`src/rtl/ovm_pkg.sv`:
```
package ovm_pkg;

  typedef enum logic [1:0] {
    ST_IDLE    = 2'd0,
    ST_OVER    = 2'd1,
    ST_RECOVER = 2'd2
  } ovmState_t;

  // strobes from control to datapath, one set per cycle
  typedef struct packed {
    logic evStart;  // new episode begins on this sample
    logic evOver;   // overload-level sample inside an episode
    logic evRec;    // non-overload valid sample inside an episode
    logic evDone;   // episode released on this sample
    logic dirty;    // current cycle spoils the open window
  } ctlStrobes_t;

endpackage

```
`src/rtl/ovm_ctrl.sv`:
```
module ovm_ctrl
  import ovm_pkg::*;
#(
  parameter int CODE_W = 16,
  parameter int RUN_W  = 8
) (
  input  logic              clk,
  input  logic              rst_n,
  input  logic              sampleValid,
  input  logic [CODE_W-1:0] magNow,
  input  logic              extOverload,
  input  logic [CODE_W-1:0] tripLevel,
  input  logic [CODE_W-1:0] releaseLevel,
  input  logic [RUN_W-1:0]  releaseCount,
  output ctlStrobes_t       strobes,
  output logic              overloadActive
);

  ovmState_t        state, stateNext;
  logic [RUN_W-1:0] runCnt, runNext;
  logic [RUN_W:0]   relNeed, runInc;
  logic             overCond, quiet;

  assign overCond = sampleValid && (extOverload || (magNow >= tripLevel));
  assign quiet    = sampleValid && !extOverload && (magNow < releaseLevel);
  assign relNeed  = (releaseCount == '0) ? {{RUN_W{1'b0}}, 1'b1} : {1'b0, releaseCount};
  assign runInc   = {1'b0, runCnt} + 1'b1;

  always_comb begin
    stateNext = state;
    runNext   = runCnt;
    strobes   = '0;
    strobes.dirty = overCond || (state != ST_IDLE);
    unique case (state)
      ST_IDLE: begin
        if (overCond) begin
          strobes.evStart = 1'b1;
          stateNext = ST_OVER;
          runNext = '0;
        end
      end
      ST_OVER, ST_RECOVER: begin
        if (overCond) begin
          strobes.evOver = 1'b1;
          runNext = '0;
          stateNext = ST_OVER;
        end else if (sampleValid) begin
          strobes.evRec = 1'b1;
          if (quiet) begin
            if (((state == ST_OVER) ? {{RUN_W{1'b0}}, 1'b1} : runInc) >= relNeed) begin
              strobes.evDone = 1'b1;
              stateNext = ST_IDLE;
              runNext = '0;
            end else begin
              runNext = (state == ST_OVER) ? {{(RUN_W-1){1'b0}}, 1'b1} : runInc[RUN_W-1:0];
              stateNext = ST_RECOVER;
            end
          end else begin
            runNext = '0;
            stateNext = ST_RECOVER;
          end
        end
      end
      default: stateNext = ST_IDLE;
    endcase
  end

  always_ff @(posedge clk) begin
    if (!rst_n) begin
      state  <= ST_IDLE;
      runCnt <= '0;
    end else begin
      state  <= stateNext;
      runCnt <= runNext;
    end
  end

  assign overloadActive = (state != ST_IDLE);

  AST_ENTER_ON_OVERLOAD: assert property (@(posedge clk) disable iff (!rst_n)
    (sampleValid && (extOverload || magNow >= tripLevel)) |=> overloadActive);
  AST_HOLD_WITHOUT_SAMPLE: assert property (@(posedge clk) disable iff (!rst_n)
    (overloadActive && !sampleValid) |=> overloadActive);
  AST_DONE_RETURNS_IDLE: assert property (@(posedge clk) disable iff (!rst_n)
    strobes.evDone |=> !overloadActive);

endmodule

```
`src/rtl/ovm_datapath.sv`:
```
module ovm_datapath
  import ovm_pkg::*;
#(
  parameter int CODE_W = 16,
  parameter int CTX_W  = 2,
  parameter int GAIN_W = 3,
  parameter int EVT_W  = 4,
  parameter int DUR_W  = 8,
  parameter int TS_W   = 16,
  parameter int GCNT_W = 4
) (
  input  logic              clk,
  input  logic              rst_n,
  input  ctlStrobes_t       strobes,
  input  logic              sampleValid,
  input  logic [CODE_W-1:0] magNow,
  input  logic [CTX_W-1:0]  ctxTag,
  input  logic              winStart,
  input  logic              winEnd,
  input  logic [GAIN_W-1:0] gainIndex,
  input  logic              clearCounters,
  output logic [EVT_W-1:0]  eventCount,
  output logic [DUR_W-1:0]  lastDuration,
  output logic [DUR_W-1:0]  lastRecovery,
  output logic [CTX_W-1:0]  lastContext,
  output logic              eventDone,
  output logic              winReady,
  output logic              winValid,
  output logic [CODE_W-1:0] winPeakMargin,
  output logic [GAIN_W-1:0] gainLogIndex,
  output logic [TS_W-1:0]   gainLogTime,
  output logic [GCNT_W-1:0] gainChanges
);

  localparam logic [CODE_W-1:0] FULL_SCALE = {1'b1, {(CODE_W-1){1'b0}}};
  localparam logic [DUR_W-1:0]  DUR_MAX    = {DUR_W{1'b1}};
  localparam logic [EVT_W-1:0]  EVT_MAX    = {EVT_W{1'b1}};
  localparam logic [GCNT_W-1:0] GCNT_MAX   = {GCNT_W{1'b1}};

  logic [CODE_W-1:0] peakReg, magValid, peakNow;
  logic              dirtyReg, dirtyNow;
  logic [DUR_W-1:0]  durCnt, recCnt, recNext;
  logic [CTX_W-1:0]  ctxHeld;
  logic [GAIN_W-1:0] prevGain;
  logic [TS_W-1:0]   timeNow;
  logic              gainMoved;

  assign magValid  = sampleValid ? magNow : '0;
  assign peakNow   = (magValid > peakReg) ? magValid : peakReg;
  assign dirtyNow  = dirtyReg || strobes.dirty;
  assign gainMoved = (gainIndex != prevGain);
  assign recNext   = (strobes.evRec && recCnt != DUR_MAX) ? recCnt + 1'b1 : recCnt;

  // window accumulation and result
  always_ff @(posedge clk) begin
    if (!rst_n) begin
      peakReg <= '0;
      dirtyReg <= 1'b0;
      winReady <= 1'b0;
      winValid <= 1'b0;
      winPeakMargin <= '0;
    end else begin
      winReady <= winEnd;
      if (winEnd) begin
        winValid <= !dirtyNow;
        winPeakMargin <= FULL_SCALE - peakNow;
      end
      if (winStart && winEnd) begin
        peakReg <= '0;
        dirtyReg <= 1'b0;
      end else if (winStart) begin
        peakReg <= magValid;
        dirtyReg <= strobes.dirty;
      end else begin
        peakReg <= peakNow;
        dirtyReg <= dirtyNow;
      end
    end
  end

  // episode bookkeeping
  always_ff @(posedge clk) begin
    if (!rst_n) begin
      eventCount <= '0;
      durCnt <= '0;
      recCnt <= '0;
      ctxHeld <= '0;
      lastDuration <= '0;
      lastRecovery <= '0;
      lastContext <= '0;
      eventDone <= 1'b0;
    end else begin
      eventDone <= strobes.evDone;
      if (clearCounters) eventCount <= '0;
      else if (strobes.evStart && eventCount != EVT_MAX) eventCount <= eventCount + 1'b1;
      if (strobes.evStart) begin
        durCnt <= {{(DUR_W-1){1'b0}}, 1'b1};
        recCnt <= '0;
        ctxHeld <= ctxTag;
      end else begin
        if (strobes.evOver && durCnt != DUR_MAX) durCnt <= durCnt + 1'b1;
        recCnt <= recNext;
      end
      if (strobes.evDone) begin
        lastDuration <= durCnt;
        lastRecovery <= recNext;
        lastContext <= ctxHeld;
      end
    end
  end

  // gain change log
  always_ff @(posedge clk) begin
    if (!rst_n) begin
      prevGain <= '0;
      timeNow <= '0;
      gainLogIndex <= '0;
      gainLogTime <= '0;
      gainChanges <= '0;
    end else begin
      prevGain <= gainIndex;
      timeNow <= timeNow + 1'b1;
      if (gainMoved) begin
        gainLogIndex <= gainIndex;
        gainLogTime <= timeNow;
      end
      if (clearCounters) gainChanges <= '0;
      else if (gainMoved && gainChanges != GCNT_MAX) gainChanges <= gainChanges + 1'b1;
    end
  end

  AST_EVT_SATURATES: assert property (@(posedge clk) disable iff (!rst_n)
    (eventCount == EVT_MAX && !clearCounters) |=> eventCount == EVT_MAX);
  AST_CLEAR_ZEROES: assert property (@(posedge clk) disable iff (!rst_n)
    clearCounters |=> (eventCount == '0 && gainChanges == '0));
  AST_DIRTY_INVALIDATES: assert property (@(posedge clk) disable iff (!rst_n)
    (winEnd && dirtyReg) |=> !winValid);
  AST_PEAK_NO_DROP: assert property (@(posedge clk) disable iff (!rst_n)
    !winStart |=> peakReg >= $past(peakReg));
  AST_GAIN_LOGGED: assert property (@(posedge clk) disable iff (!rst_n)
    gainMoved |=> gainLogIndex == $past(gainIndex));

endmodule

```
`src/rtl/overload_window_monitor.sv`:
```
module overload_window_monitor
  import ovm_pkg::*;
#(
  parameter int CODE_W = 16,
  parameter int CTX_W  = 2,
  parameter int GAIN_W = 3,
  parameter int EVT_W  = 4,
  parameter int DUR_W  = 8,
  parameter int RUN_W  = 8,
  parameter int TS_W   = 16,
  parameter int GCNT_W = 4
) (
  input  logic              clk,
  input  logic              rst_n,
  input  logic              sampleValid,
  input  logic [CODE_W-1:0] sampleCode,
  input  logic              extOverload,
  input  logic [CTX_W-1:0]  ctxTag,
  input  logic [CODE_W-1:0] tripLevel,
  input  logic [CODE_W-1:0] releaseLevel,
  input  logic [RUN_W-1:0]  releaseCount,
  input  logic              winStart,
  input  logic              winEnd,
  input  logic [GAIN_W-1:0] gainIndex,
  input  logic              clearCounters,
  output logic              overloadActive,
  output logic [EVT_W-1:0]  eventCount,
  output logic [DUR_W-1:0]  lastDuration,
  output logic [DUR_W-1:0]  lastRecovery,
  output logic [CTX_W-1:0]  lastContext,
  output logic              eventDone,
  output logic              winReady,
  output logic              winValid,
  output logic [CODE_W-1:0] winPeakMargin,
  output logic [GAIN_W-1:0] gainLogIndex,
  output logic [TS_W-1:0]   gainLogTime,
  output logic [GCNT_W-1:0] gainChanges
);

  logic [CODE_W-1:0] magNow;
  ctlStrobes_t       strobes;

  // unsigned magnitude; the most negative code maps to full scale
  assign magNow = sampleCode[CODE_W-1] ? (~sampleCode + 1'b1) : sampleCode;

  ovm_ctrl #(.CODE_W(CODE_W), .RUN_W(RUN_W)) u_ctrl (
    .clk(clk), .rst_n(rst_n), .sampleValid(sampleValid), .magNow(magNow),
    .extOverload(extOverload), .tripLevel(tripLevel), .releaseLevel(releaseLevel),
    .releaseCount(releaseCount), .strobes(strobes), .overloadActive(overloadActive)
  );

  ovm_datapath #(
    .CODE_W(CODE_W), .CTX_W(CTX_W), .GAIN_W(GAIN_W), .EVT_W(EVT_W),
    .DUR_W(DUR_W), .TS_W(TS_W), .GCNT_W(GCNT_W)
  ) u_data (
    .clk(clk), .rst_n(rst_n), .strobes(strobes), .sampleValid(sampleValid),
    .magNow(magNow), .ctxTag(ctxTag), .winStart(winStart), .winEnd(winEnd),
    .gainIndex(gainIndex), .clearCounters(clearCounters),
    .eventCount(eventCount), .lastDuration(lastDuration), .lastRecovery(lastRecovery),
    .lastContext(lastContext), .eventDone(eventDone), .winReady(winReady),
    .winValid(winValid), .winPeakMargin(winPeakMargin), .gainLogIndex(gainLogIndex),
    .gainLogTime(gainLogTime), .gainChanges(gainChanges)
  );

endmodule

```
`config.mk`:
```
export PLATFORM = sky130hd
export DESIGN_NAME = overload_window_monitor
export DESIGN_NICKNAME = d
export VERILOG_FILES = /design/src/rtl/ovm_pkg.sv /design/src/rtl/ovm_ctrl.sv /design/src/rtl/ovm_datapath.sv /design/src/rtl/overload_window_monitor.sv
export SDC_FILE = /design/constraint.sdc
export NUM_CORES = 1
export LEC_CHECK = 0
export BUFFER_PORTS_ARGS = -buffer_cell sky130_fd_sc_hd__buf_2
export CAP_MARGIN = 20
export CORE_ASPECT_RATIO = 1.2
export CORE_MARGIN = 2
export CORE_UTILIZATION = 52
export CTS_CLUSTER_SIZE = 10
export DETAILED_ROUTE_END_ITERATION = 8
export HOLD_SLACK_MARGIN = 0.05
export PLACE_DENSITY = 0.87
export RECOVER_POWER = 50
export SKIP_LAST_GASP = 1
export SLEW_MARGIN = 0
export SYNTH_ARGS = -nofsm -noshare
export SYNTH_HDL_FRONTEND = slang
export SYNTH_SLANG_ARGS = --single-unit
```
`constraint.sdc`:
```
create_clock -name clk -period 4.85 [get_ports clk]
set_clock_uncertainty 0.15 [all_clocks]
set_input_delay 0.485 -clock clk [delete_from_list [all_inputs] [get_ports clk]]
set_output_delay 0.485 -clock clk [all_outputs]
set_load 0.005 [all_outputs]
```
==> impl_metrics.toml <==
[timing]
period_share_pct = 92.6
grt_setup_unrepaired = "false"
final-setup-viol-count = 0
clock.fmax_ghz = 0.223
max_slew_margin_pct = 42.0
setup_ws_ns = 0.360
slew_violations = 0
hold_viol_final = 0
setup_tns_ns = 0
tightest_slew_ns = 0.869
min_period_ns = 4.49
hold_ws_ns = 0.164

[floorplan]
die_width_um = 116
die_h_um = 138
placementRows = 49
die-area_um2 = 16000
core_um2 = 14800
pin_count = 133
start_util_pct = 52.5

[drt]
dr.pass1.iters = 5
vias_per_cell = 5.60
wl_met3_um = 1140
wl_per_cell_um = 15.0
met1Wirelength_um = 8620
drc_errors = 0
drtAntennaViolNets = 0
wl_met2_um = 9420
highest_layer = "met4"
drtIter0Drc = 489
vias = 7292
wl_um = 19500

[yosys]
synth-edff-count = 0
muxShareOfSynthArea_pct = 5.14
yosys.area_share.simple_pct = 21.6
synth-xor-area-share_pct = 6.18
yosysWarningCount = 0
ys_seq_elements = 128
yosysSeqAreaShare_pct = 32.9
synth_top_family_by_area = "simple AND/OR/NAND/NOR gates"
dominantRegCellSynth = "dfxtp_1"
postSynthAreaPerCell_um2 = 8.19
synth_compound_area_share_pct = 17.7
syn-cell-area_um2 = 7790
postSynth.asyncResetShare_pct = 0
syn_inst = 952
synthAdderAreaFrac_pct = 10.4
syn_nets = 1085
synth_cell_type_count = 68

[finish]
drive_above_1_share_pct = 15.4
nets = 1218
fillers = 1325
fin_area_um2 = 9340
multi_input_area_um2 = 4760
ff_latch_area_um2 = 2560
stdcell_count = 1303
post-route-util_pct = 62.9
syn2layout_area_growth_pct = 19.8

[global_routing]
grt_pass1_wl_um = 32400
antenna_found_initial = 1
grt_usage_pct = 24.8
grt_max_degree = 45
grt_remaining_overflow = 0
grt_pass1_vias = 6902

[placed_design]
dp_hpwl_um = 14400
post-place-cells = 1270
dpl-instance-area_um2 = 8760
dp_slack_ns = -0.0223
finalWeightedCongestion = 0.916
numPortBuffers = 132

[critical_path]
path_class = "primary input to flip-flop"
r2r_slack_ns = 1.56
startpoint_type = "primary input"
setup.worst_path.end_class = "flip-flop"
cpPeakStageDelay_ns = 0.56
arrival_ns = 4.62
critPathTopFamily = "simple AND/OR/NAND/NOR gates"
crit_cells = 17
path_buf_inv = 3
reg2reg_depth = 11
crit_path_max_fanout = 11
reg2reg_from = "u_data.peakReg[14]"
worstPathRequired_ns = 4.98
crit_end = "u_data.winPeakMargin[3]"
slowest_stage = "or4_4"
timing.rr.end = "u_data.winPeakMargin[3]"
cp-startpoint = "sampleCode[9]"
path_cells = "buf_2, or4_4, or4_4, o31ai_4, xnor2_1, nand2_2, inv_2, ha_1, nand4_1, nor4_1, a21boi_1, o31a_1, buf_4, mux2i_1, nor2_1, xnor2_1, a21oi_1"

[power_and_ir_drop]
vdd.ir_drop.worst_uv = 229
leakagePower_nw = 4.24
switching_power_mw = 0.856
p_per_area_nw_per_um2 = 330
power_frac_clock_pct = 43.6
power.internal_mw = 2.22
p_sw_share_pct = 27.8
power_mw = 3.08
p_seq_share_pct = 36.5
combPwrFrac_pct = 20.0

[clock_network]
clock_latency_ns = 0.42
cts_hold_buf = 0
clock_sinks = 128
htreeDepth = 4
clock_path_buffers = 2
numCtsBuffers = 17
cts_root_buf = "clkbuf_16"
clkSlewWorstSetupHoldPaths_ns = 0.05
ctsResizeCount = 0
cts_tree = "built"
post_cts.repair.setup_buffers = 0

[status]
status = "finished, final reports clean"

[hold_path]
hold_class = "primary input to flip-flop"

[job]
max_cap_violations = 0
## placed cells by master (no fill, tap or decap), drive strengths merged, types with 8 or more instances in the layout
| master | count |
|---|---|
| nand2b | 14 |
| o21ai | 50 |
| nor4 | 8 |
| nor3 | 13 |
| inv | 72 |
| a211oi | 18 |
| a21o | 16 |
| clkbuf | 60 |
| nand4 | 19 |
| nand3 | 37 |
| nand2 | 58 |
| mux2i | 40 |
| xnor2 | 28 |
| dfxtp | 128 |
| xor2 | 27 |
| and2 | 14 |
| buf | 122 |
| and3 | 10 |
| ha | 65 |
| a21oi | 69 |
| nor2 | 100 |
| or3 | 16 |
| nor2b | 8 |
## worst min-delay path by stage
stage	from	to	slack (ns)	depth (start not counted)
global placement	u_data.timeNow[0]	u_data.timeNow[0]	0.29	1
global route	ctxTag[0]	u_data.ctxHeld[0]	0.16	3
detailed placement	u_data.ctxHeld[1]	u_data.ctxHeld[1]	0.30	2
CTS	gainIndex[2]	u_data.prevGain[2]	0.15	2
finish	gainIndex[2]	u_data.prevGain[2]	0.16	2
floorplan	u_data.timeNow[0]	u_data.timeNow[0]	0.28	1
## sequential cells by signal, summed over array words and instances, names as in the netlist
name,count
u_ctrl.runCnt,8
u_ctrl.state,2
u_data.ctxHeld,2
u_data.dirtyReg,1
u_data.durCnt,8
u_data.eventCount,4
u_data.eventDone,1
u_data.gainChanges,4
u_data.gainLogIndex,3
u_data.gainLogTime,16
u_data.lastContext,2
u_data.lastDuration,8
u_data.lastRecovery,8
u_data.peakReg,16
u_data.prevGain,3
u_data.recCnt,8
u_data.timeNow,16
u_data.winPeakMargin,16
u_data.winReady,1
u_data.winValid,1
## cell type report
| cell class | instances | area share [%] |
|---|---|---|
| antenna | 1 | 0.0268 |
| clock buffer | 18 | 4.70 |
| clock inverter | 14 | 2.02 |
| inverter | 71 | 2.85 |
| multi-input combinational | 703 | 51.0 |
| sequential | 128 | 27.4 |
| tap | 204 | 2.73 |
| timing repair buffer | 164 | 9.21 |
## routing by layer
metal / up-vias / track usage (%)
met4: 0 / 8.65
met2: 246 / 41.7
li1: 3639 / -
met3: 27 / 5.44
met5: - / 0
met1: 3380 / 31.1
## power by group through the flow
stage	clock network [mW]	registers [mW]	logic, mW
after floorplan	0	1.14	0.415
after global placement	0	1.14	0.591
after detailed placement	0	1.14	0.609
after CTS	1.36	1.12	0.614
after global routing	1.41	1.13	0.686
final	1.34	1.12	0.615
## cell usage after synthesis (all sizes together), types with 3 or more instances
library cell	instances	area [µm²]
nand2b	14	87.6
nor2	100	375
a31oi	6	37.5
mux2i	40	400
clkbuf	44	165
o31ai	7	66.3
inv	71	267
a21o	16	120
or2	5	31.3
ha	65	813
o21ba	3	30.0
xnor2	28	245
o211a	4	40.0
nand4	19	119
o31a	4	35.0
and4	5	43.8
nor3b	4	30.0
buf	6	37.5
nor3	13	65.1
nand2	58	220
o21a	3	22.5
a2111oi	3	26.3
a32o	5	50.1
o211ai	7	52.6
and2	14	87.6
a21oi	69	345
or4	5	45.0
nor2b	8	50.1
dfxtp	128	2560
and3	10	62.6
nand3	37	185
a211oi	18	135
nor4	8	62.6
and3b	4	35.0
o21ai	50	250
xor2	27	236
or3	16	110
nand3b	5	37.5
## kinds of logic after synthesis
group / after synthesis
simple gates: 329
mux: 40
fa+ha+maj: 65
xor+xnor: 55
flops: 128
buf+inv: 121
compound gates: 214
Power figures use the tool's default switching activity.
